==> config.mk <==
export PLATFORM = sky130hd
export DESIGN_NAME = clkdiv_ratio_guard
export DESIGN_NICKNAME = d
export VERILOG_FILES = /design/src/rtl/divguard_pkg.sv /design/src/rtl/divguard_clamp.sv /design/src/rtl/divguard_regs.sv /design/src/rtl/divguard_pulse.sv /design/src/rtl/clkdiv_ratio_guard.sv
export SDC_FILE = /design/constraint.sdc
export NUM_CORES = 1
export LEC_CHECK = 0
export BUFFER_PORTS_ARGS = -buffer_cell sky130_fd_sc_hd__buf_2
export CORE_UTILIZATION = 55
export DETAILED_ROUTE_END_ITERATION = 6
export GPL_ROUTABILITY_DRIVEN = 0
export GPL_TIMING_DRIVEN = 0
export PLACE_DENSITY = 0.81
export SYNTH_ARGS = -nofsm -noshare
export SYNTH_HDL_FRONTEND = slang
export SYNTH_HIERARCHICAL = 1
export SYNTH_SLANG_ARGS = --single-unit
==> constraint.sdc <==
create_clock -name clk -period 8 [get_ports clk]
set_input_delay 2 -clock clk [delete_from_list [all_inputs] [get_ports clk]]
set_output_delay 2 -clock clk [all_outputs]
set_load 0.03 [all_outputs]
==> src/rtl/divguard_pkg.sv <==
package divguard_pkg;
  localparam int NDOM   = 6;
  localparam int EXP_W  = 2;
  localparam int WORD_W = 16;
  localparam int CNT_W  = (1 << EXP_W) - 1;
  localparam int OFS_W  = 4;

  typedef enum int {D_PER = 0, D_LCD = 1, D_ARM = 2, D_DSP = 3, D_TC = 4, D_MMU = 5} dom_e;
  typedef logic [EXP_W-1:0] exp_t;
  typedef exp_t [NDOM-1:0] exp_vec_t;

  // Ordered ratio rules: MMU vs DSP, then TC vs ARM and MMU, then LCD/PER vs TC
  function automatic exp_vec_t apply_order(exp_vec_t e);
    exp_vec_t r;
    r = e;
    if (r[D_MMU] < r[D_DSP]) r[D_MMU] = r[D_DSP];
    if ({1'b0, r[D_MMU]} > ({1'b0, r[D_DSP]} + 3'd1)) r[D_MMU] = r[D_DSP] + 2'd1;
    if (r[D_TC] < r[D_ARM]) r[D_TC] = r[D_ARM];
    if (r[D_TC] < r[D_MMU]) r[D_TC] = r[D_MMU];
    if (r[D_LCD] < r[D_TC]) r[D_LCD] = r[D_TC];
    if (r[D_PER] < r[D_TC]) r[D_PER] = r[D_TC];
    return r;
  endfunction

  // Counter bits that must be zero for a pulse at exponent e
  function automatic logic [CNT_W-1:0] period_mask(exp_t e);
    return CNT_W'((32'd1 << e) - 32'd1);
  endfunction
endpackage

==> src/rtl/divguard_clamp.sv <==
module divguard_clamp
  import divguard_pkg::*;
#(
  parameter logic [NDOM*OFS_W-1:0] FIELD_OFS = {4'd10, 4'd8, 4'd6, 4'd4, 4'd2, 4'd0},
  parameter int KEEP_LSB = 12
) (
  input  logic [WORD_W-1:0] word_i,
  output logic [WORD_W-1:0] word_o
);
  exp_vec_t raw_exp;
  exp_vec_t fixed_exp;

  for (genvar d = 0; d < NDOM; d++) begin : g_unpack
    assign raw_exp[d] = word_i[FIELD_OFS[d*OFS_W +: OFS_W] +: EXP_W];
  end

  assign fixed_exp = apply_order(raw_exp);

  always_comb begin
    word_o = '0;
    word_o[WORD_W-1:KEEP_LSB] = word_i[WORD_W-1:KEEP_LSB];
    for (int d = 0; d < NDOM; d++) begin
      word_o[FIELD_OFS[d*OFS_W +: OFS_W] +: EXP_W] = fixed_exp[d];
    end
  end
endmodule

==> src/rtl/divguard_regs.sv <==
module divguard_regs
  import divguard_pkg::*;
(
  input  logic              clk,
  input  logic              rst,
  input  logic              wr_en,
  input  logic [WORD_W-1:0] wr_word,
  input  logic              wrap_i,
  output logic [WORD_W-1:0] staged_o,
  output logic [WORD_W-1:0] active_o
);
  always_ff @(posedge clk) begin
    if (rst) begin
      staged_o <= '0;
      active_o <= '0;
    end else begin
      if (wr_en) staged_o <= wr_word;
      if (wrap_i) active_o <= wr_en ? wr_word : staged_o;
    end
  end


  active_hold_chk: assert property (@(posedge clk) disable iff (rst)
    !$stable(active_o) |-> $past(wrap_i));
endmodule

==> src/rtl/divguard_pulse.sv <==
module divguard_pulse
  import divguard_pkg::*;
(
  input  logic            clk,
  input  logic            rst,
  input  exp_vec_t        exp_i,
  output logic            wrap_o,
  output logic [NDOM-1:0] en_o
);
  logic [CNT_W-1:0] cnt;

  always_ff @(posedge clk) begin
    if (rst) cnt <= '0;
    else     cnt <= cnt + CNT_W'(1);
  end

  assign wrap_o = &cnt;

  for (genvar d = 0; d < NDOM; d++) begin : g_en
    assign en_o[d] = (cnt & period_mask(exp_i[d])) == '0;


    pulse_width_chk: assert property (@(posedge clk) disable iff (rst)
      (en_o[d] && exp_i[d] != '0) |=> !en_o[d]);
  end


  wrap_align_chk: assert property (@(posedge clk) disable iff (rst)
    wrap_o |=> (&en_o));
endmodule

==> src/rtl/clkdiv_ratio_guard.sv <==
module clkdiv_ratio_guard
  import divguard_pkg::*;
#(
  parameter logic [NDOM*OFS_W-1:0] FIELD_OFS = {4'd10, 4'd8, 4'd6, 4'd4, 4'd2, 4'd0},
  parameter int KEEP_LSB = 12
) (
  input  logic              clk,
  input  logic              rst,
  input  logic              wr_en,
  input  logic [WORD_W-1:0] wr_data,
  output logic [WORD_W-1:0] rd_data,
  output logic [NDOM-1:0]   dom_en
);
  logic [WORD_W-1:0] guarded_word;
  logic [WORD_W-1:0] active_word;
  logic              cnt_wrap;
  exp_vec_t          active_exp;
  exp_vec_t          stored_exp;

  divguard_clamp #(.FIELD_OFS(FIELD_OFS), .KEEP_LSB(KEEP_LSB)) u_clamp (
    .word_i (wr_data),
    .word_o (guarded_word)
  );

  divguard_regs u_regs (
    .clk      (clk),
    .rst      (rst),
    .wr_en    (wr_en),
    .wr_word  (guarded_word),
    .wrap_i   (cnt_wrap),
    .staged_o (rd_data),
    .active_o (active_word)
  );

  for (genvar d = 0; d < NDOM; d++) begin : g_dec
    assign active_exp[d] = active_word[FIELD_OFS[d*OFS_W +: OFS_W] +: EXP_W];
    assign stored_exp[d] = rd_data[FIELD_OFS[d*OFS_W +: OFS_W] +: EXP_W];
  end

  divguard_pulse u_pulse (
    .clk    (clk),
    .rst    (rst),
    .exp_i  (active_exp),
    .wrap_o (cnt_wrap),
    .en_o   (dom_en)
  );


  mmu_band_chk: assert property (@(posedge clk) disable iff (rst)
    (stored_exp[D_MMU] >= stored_exp[D_DSP]) &&
    ({1'b0, stored_exp[D_MMU]} <= {1'b0, stored_exp[D_DSP]} + 3'd1));


  tc_floor_chk: assert property (@(posedge clk) disable iff (rst)
    (stored_exp[D_TC] >= stored_exp[D_ARM]) && (stored_exp[D_TC] >= stored_exp[D_MMU]));


  slow_side_chk: assert property (@(posedge clk) disable iff (rst)
    (stored_exp[D_LCD] >= stored_exp[D_TC]) && (stored_exp[D_PER] >= stored_exp[D_TC]));


  nibble_pass_chk: assert property (@(posedge clk) disable iff (rst)
    wr_en |=> rd_data[WORD_W-1:KEEP_LSB] == $past(wr_data[WORD_W-1:KEEP_LSB]));
endmodule

# ---- Word level (Yosys, flattened, before mapping)
# Index checks and enable logic that the tools add are counted.
dict set report totals {
  ff_bits 31
  latchBits 0
  mem_bits_rw 0
  rom_bits 0
  inputBits 19
  out_inout_bits 22
  wordCells 44
  mem_count 0
}
dict set report classes {
  n_addsub 9
  mul 0
  div_mod_pow 0
  order_cmp 6
  eq_ne 0
  shift 6
  mux 7
  n_bitwise 6
  reduce_logical 7
}
# op n
set op_table {}
lappend op_table {{$and A3 B3 Y3} 6}
lappend op_table {{$logic_not A3 Y1} 6}
lappend op_table {{$shl A1 B2 Y3 const A} 6}
lappend op_table {{$sub A3 B1 Y3 const B} 6}
lappend op_table {{$mux W16} 1}
lappend op_table {{$mux W2} 6}
lappend op_table {{$lt A2 B2 Y1} 5}
lappend op_table {{$add A2 B1 Y3 const B} 1}
lappend op_table {{$add A3 B1 Y3 const B} 1}
lappend op_table {{$gt A2 B3 Y1} 1}
lappend op_table {{$reduce_and A3 Y1} 1}
lappend op_table {{$add A2 B1 Y2 const B} 1}

# ---- Longest topological paths before layout
dict set report logic_depth {
  depth_word 9
  depth_mapped 17
  ltp_nobuf 17
}

# ---- Cells and area by module
# The synthesis kept the hierarchy.
# module instances cells_each area_per_inst_um2 seq_area_each_um2
set by_module_without_submodules {}
lappend by_module_without_submodules {divguard_regs 1 104 1097.3 640.6}
lappend by_module_without_submodules {divguard_clamp 1 58 449.2 0.0}
lappend by_module_without_submodules {divguard_pulse 1 28 230.2 60.1}

# ---- Least setup slack after synthesis
# Ideal clock, no wire load.
dict set report synth_timing {
  path_kind {input -> register}
  start {input wr_data[7]}
  end {register u_regs.active_o[0]}
  setup_time_ps 86
  t_arrival_ps 4606
  required_time_ps 7914
  path_slack_ps 3308
  path_stages 16
  path_buffers 0
  path_cell_list {inv_1 > ha_1 > nand2b_1 > o2bb2ai_1 > inv_1 > ha_1 > a21oi_1 > o21ai_4 > nand2_1 > o21ai_0 > ha_1 > ha_1 > or3_1 > o311ai_2 > mux2i_1 > a211oi_1}
}
dict set report synth_via {
  elab_chain_cells 9
  elab_cells_between_ends 11
  cone_classes {add/sub (2); order compare (4); mux (5)}
}
# item line
set synth_rtl {}
lappend synth_rtl {{start: declaration} clkdiv_ratio_guard.sv:10} ;# input logic [WORD_W-1:0] wr_data,
lappend synth_rtl {{$lt A2 B2 Y1} divguard_pkg.sv:16} ;# if (r[D_MMU] < r[D_DSP]) r[D_MMU] = r[D_DSP];
lappend synth_rtl {{$mux W2} divguard_pkg.sv:16}
lappend synth_rtl {{$gt A2 B3 Y1} divguard_pkg.sv:17} ;# if ({1'b0, r[D_MMU]} > ({1'b0, r[D_DSP]} + 3'd1)) r[D_MMU] = r[D_DSP] + 2'd1;
lappend synth_rtl {{$mux W2 *} divguard_pkg.sv:17}
lappend synth_rtl {{$lt A2 B2 Y1} divguard_pkg.sv:19} ;# if (r[D_TC] < r[D_MMU]) r[D_TC] = r[D_MMU];
lappend synth_rtl {{$mux W2 *} divguard_pkg.sv:19}
lappend synth_rtl {{$lt A2 B2 Y1} divguard_pkg.sv:21} ;# if (r[D_PER] < r[D_TC]) r[D_PER] = r[D_TC];
lappend synth_rtl {{$mux W2 *} divguard_pkg.sv:21}
lappend synth_rtl {{named net guarded_word[0]} clkdiv_ratio_guard.sv:14} ;# logic [WORD_W-1:0] guarded_word;
lappend synth_rtl {{$mux W16 *} n/a}
lappend synth_rtl {{end signal: assignment} divguard_regs.sv:18} ;# if (wrap_i) active_o <= wr_en ? wr_word : staged_o;
lappend synth_rtl {{end: declaration} divguard_regs.sv:10} ;# output logic [WORD_W-1:0] active_o
# Mark *: on every way through the listed nets, which the timed path passes. The rest lies on a longest branch.
# A chain may end at the register's enable or synchronous reset.

# ---- Worst setup path in the final report
dict set report layout_timing {
  start {input wr_data[7]}
  end {register u_regs.active_o[2]}
}
dict set report layout_via {
  elab_chain_cells 9
  elab_cells_between_ends 11
  cone_classes {add/sub (2); order compare (4); mux (5)}
}
# item line
set layout_rtl {}
lappend layout_rtl {{$lt A2 B2 Y1} divguard_pkg.sv:16}
lappend layout_rtl {{$mux W2} divguard_pkg.sv:16}
lappend layout_rtl {{$gt A2 B3 Y1} divguard_pkg.sv:17}
lappend layout_rtl {{$mux W2 *} divguard_pkg.sv:17}
lappend layout_rtl {{$lt A2 B2 Y1} divguard_pkg.sv:19}
lappend layout_rtl {{$mux W2 *} divguard_pkg.sv:19}
lappend layout_rtl {{$lt A2 B2 Y1} divguard_pkg.sv:20} ;# if (r[D_LCD] < r[D_TC]) r[D_LCD] = r[D_TC];
lappend layout_rtl {{$mux W2 *} divguard_pkg.sv:20}
lappend layout_rtl {{named net guarded_word[2]} clkdiv_ratio_guard.sv:14}
lappend layout_rtl {{$mux W16 *} n/a}
# Marked as above.

==> results by group <==
Outcome
  • Status: finished, violations left
  • Failing checks: design-rule violations

Timing
  • Worst clock skew: around 0.012 ns
  • Tcrit/Tclk final: 61.1%
  • Fmax: 205 MHz
  • Final hold vios: 0
  • Final setup violation count: 0
  • Final Slew Violations: 0
  • Fin crit period: 4.89 ns
  • Fin Setup TNS: 0 ns
  • Slew margin rel.: 72.5%
  • RSZ-0062 raised after global routing: no
  • Worst-margin pin slew: between 0.4 and 0.5 ns
  • Worst Slack Setup Final: 3.11 ns

Setup path
  • Critical path fanouts, max: 5
  • CP max-delay cell: or3_1
  • CP arrival: 5.14 ns
  • Most used cell, CP: ha_1
  • Critical path data required time: 8.25 ns
  • Worst path max stage delay: roughly 0.4 ns
  • Setup CP Type: primary input to register
  • Crit path buffers/inverters: 3
  • Cell family with most CP delay: adder cells
  • R2R setup slack: 6.50 ns
  • Startpoint Class: primary input
  • CP endpoint kind: register
  • Cell Chain, Critical Path: buf_2, inv_1, ha_1, nand2b_1, o2bb2ai_1, inv_1, ha_1, a21oi_1, o21ai_4, nand2_1, o21ai_0, ha_1, ha_1, or3_1, o311ai_2, mux2i_1, a211oi_1

Power and ir drop
  • Seq pwr share: 49.0%
  • Power Density: 179 mW/mm^2
  • Sw Ratio: between 30% and 40%
  • Switching Power: 106 uW
  • Worst VDD drop: roughly 0.12 mV
  • Lkg Pwr: a little over 0.0009 uW
  • Clock power frac: 26.1%
  • Int Power: 238 uW
  • Logic gate share of total power: 24.9%

Route
  • Drt initial violations: 27
  • DR vias: 1313
  • Remaining DRCs: 2
  • Total Wirelength: 3420 um
  • Pre-antenna DRT Iters: 6
  • Vias/cell: between 5 and 6
  • Antenna-violating nets left: 0
  • Routed WL per cell: 13.6 um

CTS
  • CTS Buf Count: 5
  • Clock slew at reported path FFs: roughly 0.09 ns
  • Setup bufs post-CTS: 0
  • CTS hold repair buffers: 0
  • Skew-Pair Late Insertion Delay: 0.32 ns
  • Depth of the CTS H-tree: 2
  • TritonCTS clock tree: done
  • Root Buffer: clkbuf_4
  • Post-CTS sizing: 0
  • Clock sink total: 31
  • Clock Path Buffers: 2

Logic synthesis
  • Netlist area before placement: 0.00165 sq mm
  • Average cell area after synthesis: 9.28 sq um
  • Yosys warns: 6
  • Mapped Cells: roughly 180
  • Synthesized Nets: 212

Floorplan
  • Area of the core: 0.00281 sq mm
  • I/O pins: 41
  • Die Span X: 56.8 um
  • Starting Density: around three fifths
  • Die extent in y: 56.8 um
  • Row count: 19
  • Die area: ~0.0032 sq mm

GRT
  • Grt total ovfl: 0
  • Number of global-route vias before repair: 1288
  • Largest net degree at the start of global routing: 11
  • Antenna violations before repair: 0
  • Total track usage: 23.6%
  • First-pass GRT wire length: 5640 um

Finish
  • Area Overhead vs Synth: 16.4%
  • ANT cells: 0
  • Most frequent cells in the layout: buf_2 (37), dfxtp_1 (31), nor2_1 (30)
  • Fin nets: ~250
  • Post-layout util: around two thirds
  • Multi-input gate area: between 800 and 900 sq um
  • Reg area: 621 sq um
  • Commonest non-fill, non-tap cell in the layout: buf_2
  • Number of fill cells: 236
  • Layout cells sized above 1: between 20% and 30%

Placed design
  • Dpl ws: 2.80 ns
  • Detail Placement HPWL: 2800 um
  • Port Buffers: 35

Worst hold path
  • Hold Path Class: register to register

Flow run
  • Max-cap violations: 0
-- worst register-to-register path: stages (launching register included) --
cell      delay [ns]
dfxtp_1         0.45
ha_1            0.19
ha_1            0.24
buf_2           0.24
nor2_1          0.08
a211oi_1        0.21
-- power by group through the flow --
stage | combinational [uW] | sequential (uW) | clock [uW]
floorplan | 49.5 | 185 | 0
global placement | 80.4 | 171 | 0
detailed placement | 85.4 | 172 | 0
CTS | 85.6 | 169 | 91.3
global route | 92.9 | 170 | 100
finish | 85.6 | 169 | 89.6
-- path summary, 6_finish.rpt --
kind | startpoint | to | cells after the start
setup / recovery | wr_data[7] | u_regs/active_o[2] | 17
hold / removal | u_regs/active_o[9] | u_regs/active_o[9] | 2
setup reg to reg | u_pulse/cnt[1] | u_regs/active_o[10] | 5
hold reg to reg | u_regs/active_o[9] | u_regs/active_o[9] | 2
-- through the flow --
stage	area (sq um)	hold slack, ns	power [uW]	std cells
3_5_place_dp	1870	0.486	258	244
3_3_place_gp	1870	0.469	252	244
6_report	1920	0.503	344	251
2_1_floorplan	1650	0.463	234	178
4_1_cts	1920	0.502	346	251
5_1_grt	1920	0.526	363	251
-- metal layers --
metal	up-vias	global-route usage [%]	routed length (um)
met4	0	11.5	71
met5	-	0	0
met2	24	42.9	1850
met1	617	25.4	1410
li1	668	-	-
met3	4	5.53	93
-- registers in the layout, indices dropped and copies added, names as in the netlist --
| register | cells |
|---|---|
| u_regs/staged_o | 16 |
| u_regs/active_o | 12 |
| u_pulse/cnt | 3 |
-- final cells by class --
class | count | area share (%)
plain buffers | 17 | 6.64
clock buffers | 6 | 2.67
clock inverters | 1 | 0.260
inverters | 17 | 3.32
multi-input cells | 113 | 43.7
flip-flops and latches | 31 | 32.3
well taps | 31 | 2.02
repair buffers | 35 | 9.11
Power figures use the tool's default switching activity.
